### src/rtl/bus_arbiter.sv
module bus_arbiter #(
  parameter int LVLW = 3
) (
  input  logic            clk,
  input  logic            rst_n,
  input  logic            ext_req,
  input  logic            ext_end,
  input  logic            ext_last,
  input  logic [1:0]      dma_req,
  input  logic [1:0]      dma_end,
  input  logic [1:0]      dma_last,
  input  logic [LVLW-1:0] dma_lvl1,
  input  logic [LVLW-1:0] dma_lvl2,
  input  logic            cpu_req,
  input  logic            cpu_end,
  input  logic            cpu_last,
  input  logic            cpu_rmw_rd,
  output logic [3:0]      grant
);

  logic [3:0] own_q;
  logic [3:0] pick;
  logic       at_edge;

  wire idle      = (own_q == 4'b0000);
  wire ch1_first = (dma_lvl1 >= dma_lvl2);

  assign at_edge = (own_q[0] & ext_end     & ext_last)
                 | (own_q[1] & dma_end[0]  & dma_last[0])
                 | (own_q[2] & dma_end[1]  & dma_last[1])
                 | (own_q[3] & cpu_end     & cpu_last & ~cpu_rmw_rd);

  always_comb begin
    pick = 4'b0000;
    if (ext_req)                     pick = 4'b0001;
    else if (&dma_req)               pick = ch1_first ? 4'b0010 : 4'b0100;
    else if (dma_req[0])             pick = 4'b0010;
    else if (dma_req[1])             pick = 4'b0100;
    else if (cpu_req)                pick = 4'b1000;
  end

  always_ff @(posedge clk) begin
    if (!rst_n)                own_q <= 4'b0000;
    else if (idle || at_edge)  own_q <= pick;
  end

  assign grant = own_q;

  a_r1_onehot: assert property (@(posedge clk) disable iff (!rst_n)
    $onehot0(grant));

  a_r2_stay_idle: assert property (@(posedge clk) disable iff (!rst_n)
    (grant == 4'b0000) && !ext_req && (dma_req == 2'b00) && !cpu_req
    |=> (grant == 4'b0000));

  a_r3_ext_first: assert property (@(posedge clk) disable iff (!rst_n)
    (grant == 4'b0000) && ext_req |=> grant[0]);

  a_r5_no_strobe_hold: assert property (@(posedge clk) disable iff (!rst_n)
    (grant != 4'b0000) && !ext_end && (dma_end == 2'b00) && !cpu_end
    |=> $stable(grant));

  a_r6_rmw_read_keeps: assert property (@(posedge clk) disable iff (!rst_n)
    grant[3] && cpu_rmw_rd |=> grant[3]);

  a_r8_dma_handover: assert property (@(posedge clk) disable iff (!rst_n)
    grant[1] && dma_end[0] && dma_last[0] && ext_req |=> grant[0]);

endmodule

### config.mk
export PLATFORM = sky130hd
export DESIGN_NAME = bus_arbiter
export DESIGN_NICKNAME = d
export VERILOG_FILES = /design/src/rtl/bus_arbiter.sv
export SDC_FILE = /design/constraint.sdc
export NUM_CORES = 1
export LEC_CHECK = 0
export CAP_MARGIN = 30
export CORE_AREA = 4 4 41 43
export CTS_CLUSTER_DIAMETER = 80
export DETAILED_ROUTE_END_ITERATION = 10
export DIE_AREA = 0 0 45 47
export PLACE_DENSITY = 0.69
export SLEW_MARGIN = 20
export SYNTH_ARGS = -nofsm -noshare
export SYNTH_HDL_FRONTEND = slang
export SYNTH_SLANG_ARGS = --single-unit
### constraint.sdc
create_clock -name clk -period 1.8 [get_ports clk]
set_clock_uncertainty 0.1 [all_clocks]
set_input_delay 0.27 -clock clk [delete_from_list [all_inputs] [get_ports clk]]
set_output_delay 0.27 -clock clk [all_outputs]
set_load 0.005 [all_outputs]
==> impl_results.md <==
* Via Count at around 350
* Leak pwr at roughly 0.25 nW
* Sw power at approximately 0.084 mW
* PwrDens at around 540 nW/um^2
* Die area at roughly 2100 sq um
* Worst path cell trace: clkdlybuf4s50_1 -> inv_1 -> ha_1 -> nor2b_1 -> o21ai_1 -> a2111o_1 -> mux2i_1
* Worst-path clk slew at 40 ps
* DR pass1 iterations at 5
* Global-route wire length before repair at ~1300 um
* Routed wire per std cell at 10.2 um
* Max FFs per register at 4
* Htree depth at 1
* Starting density of the core at about a quarter
* Sequential power share at a little under a third
* Cell variety after synth at 17
* Cells after Synth at 37
* Initial detailed-routing violation count at 13
* Die X at roughly 45 um
* Max-slew violations at 0
* Setup TNS at 0 ps
* CP arrival at between 1500 and 2000 ps
* ANT nets after route at 0
* Top-Level Pins at 25
* Hold slack final at roughly 380 ps
* Worst path max stage delay at between 400 and 500 ps
* Register area share after synthesis at 25.4%
* Maximum VDD drop at between 0.2 and 0.25 mV
* Sw Share at 24.9%
* Outcome: finished clean
* Fmax at 0.598 GHz
* P&R area growth vs syn at 95.6%
* Die extent in y at between 40 and 50 um
* Antenna cells at 0
* Worst Max-Slew Pin Slew at approximately 240 ps
* Post-CTS setup buffers at 0
* Synthesized area at 315 sq um
* Placed cell areas at around 580 sq um
* Detailed-route DRC error count at 0
* Delay-heaviest family, CP: buffers and inverters
* Critical path data required time at ~1900 ps
* Crit end category: register
* Minimum clock period at approximately 1700 ps
* Worst-path maximum fanout at 2
* Grt ovf at 0
* Crit-path slowest cell: clkdlybuf4s50_1
* Max cap viols at 0
* Relative slew slack at 83.8%
* Core area at approximately 1300 sq um
* Clock Power Share at approximately a third
* Vias in the first global route at 346
* Ys Warns at 0
* Maximum buffer depth of the clock tree at 2
* Final HPWL DP at a little under 700 um
* CTS Hold Buffers Added at 0
* Final hold viol count at 0
* Syn Nets at 61
* Buf/Inv on CP at 2
* CTS tree: done
* Final Cell Area at 617 sq um
* Global Route Usage Sum at around 8.6%
* Syn_area_per_cell at approximately 8.5 sq um
* Post-DR vias/cell at ~4.5
* Clock Tree Root: clkbuf_4
* Row count at 13
* CTS sink count at 4
* Period utilization at between 90% and 100%
* NumNets Final at 90
* Setup violations, final at 0
* CP Launch Type: primary input
* Port Buffer Count at 24
* Largest net degree at the start of global routing at 8
* Int Pwr at between 0.2 and 0.3 mW
* Layout cells sized above 1 at around an eighth
* Gate power share at 37.0%
* Worst-skew pair later-pin latency at ~230 ps
* Number of synthesized register bits at 4
* Hold Crit Class: reg -> reg
* Post-Route WL at 805 um
* Initial antenna violation count at 0
* RSZ-0062 raised after global routing: no
* Setup CP Type: in -> reg
* Routability cong. at 0.732
* CTS Buf Count at 3
[worst paths after layout]
check,from,slack (ps),end,cells after the start
worst max-delay path,dma_lvl1[0],130,grant[2]$_SDFFE_PN0P_,7
worst min-delay path,grant[0]$_SDFFE_PN0P_,380,grant[0]$_SDFFE_PN0P_,2
worst max register to register,grant[0]$_SDFFE_PN0P_,390,grant[2]$_SDFFE_PN0P_,4
worst min register to register,grant[0]$_SDFFE_PN0P_,380,grant[0]$_SDFFE_PN0P_,2
[layout by cell type (no fill, tap or decap)]
master           Yosys  layout
mux2i_1              4       4
clkdlybuf4s50_1      0      24
nand4b_1             1       1
o2111ai_1            1       1
a21oi_2              0       1
a2111o_1             1       1
inv_1                6       6
a31oi_4              1       1
nor2b_1              1       1
nand3_1              2       2
nor4b_1              1       1
or4_1                1       1
o21ai_1              0       1
ha_1                 3       2
nand4_2              1       1
dfxtp_1              4       4
ha_4                 0       1
nand2_1              7       7
buf_4                0       1
clkbuf_4             0       3
[synth_stat cells]
cell type | count | area [sq um]
o21ai_0 | 1 | 5.00
a2111o_1 | 1 | 11.3
or4_1 | 1 | 7.51
nand2_1 | 7 | 26.3
nor2b_1 | 1 | 6.26
a21oi_1 | 1 | 5.00
mux2i_1 | 4 | 40.0
inv_1 | 6 | 22.5
nor4b_1 | 1 | 8.76
nand4b_1 | 1 | 8.76
nand3_1 | 2 | 10.0
nand4_2 | 1 | 12.5
o2111ai_1 | 1 | 8.76
buf_1 | 1 | 3.75
a31oi_4 | 1 | 21.3
ha_1 | 3 | 37.5
dfxtp_1 | 4 | 80.1
[cells by family after synthesis]
kind of cell | share of synthesized area, %
and+or+nand+nor | 25.4
buffers and inverters | 8.33
AOI/OAI and AO/OA | 16.3
muxes | 12.7
DFF | 25.4
adders and majority gates | 11.9
[timing repair]
| item | CTS | global route |
|---|---|---|
| endpoints found under the setup margin | 1 | 1 |
| gates resized for setup | 1 | 2 |
| pin swaps | 0 | 2 |
| endpoints found under the hold margin | 0 | 0 |
[tightest hold or removal path, stage by stage, from the launching register on]
cell     delay [ps]
dfxtp_1         320
nand2_1          60
mux2i_1          50
[per-stage QoR]
stage	power, mW	cells	setup WS [ps]	util (%)
after global placement	0.223	76	-155	44.4
after detailed placement	0.224	76	-253	44.4
after CTS	0.337	79	16.8	46.2
final	0.336	79	127	47.4
after floorplan	0.156	37	352	-
after global routing	0.359	79	26.2	47.4
[cell type report]
cell class	instances	area, sq um
timing repair buffer	25	248
sequential	4	80.1
clock buffer	3	22.5
multi-input combinational	26	225
inverter	6	22.5
tap	15	18.8
fill	137	684
[power by group through the flow]
stage	Combinational, mW	Sequential [mW]	Clock (mW)
2_1_floorplan	0.0526	0.104	0
3_3_place_gp	0.119	0.104	0
3_5_place_dp	0.120	0.104	0
4_1_cts	0.121	0.103	0.113
5_1_grt	0.136	0.104	0.118
6_report	0.124	0.102	0.109
[per-layer routing]
metal | vias to the layer above | wire (um) | GRT usage, %
met5 | - | 0 | 0
met4 | 0 | 0 | 5.26
met3 | 0 | 102 | 3.83
met2 | 15 | 380 | 13.8
met1 | 150 | 322 | 9.32
li1 | 188 | - | -
Note: power is estimated with default switching activity, not from simulation.
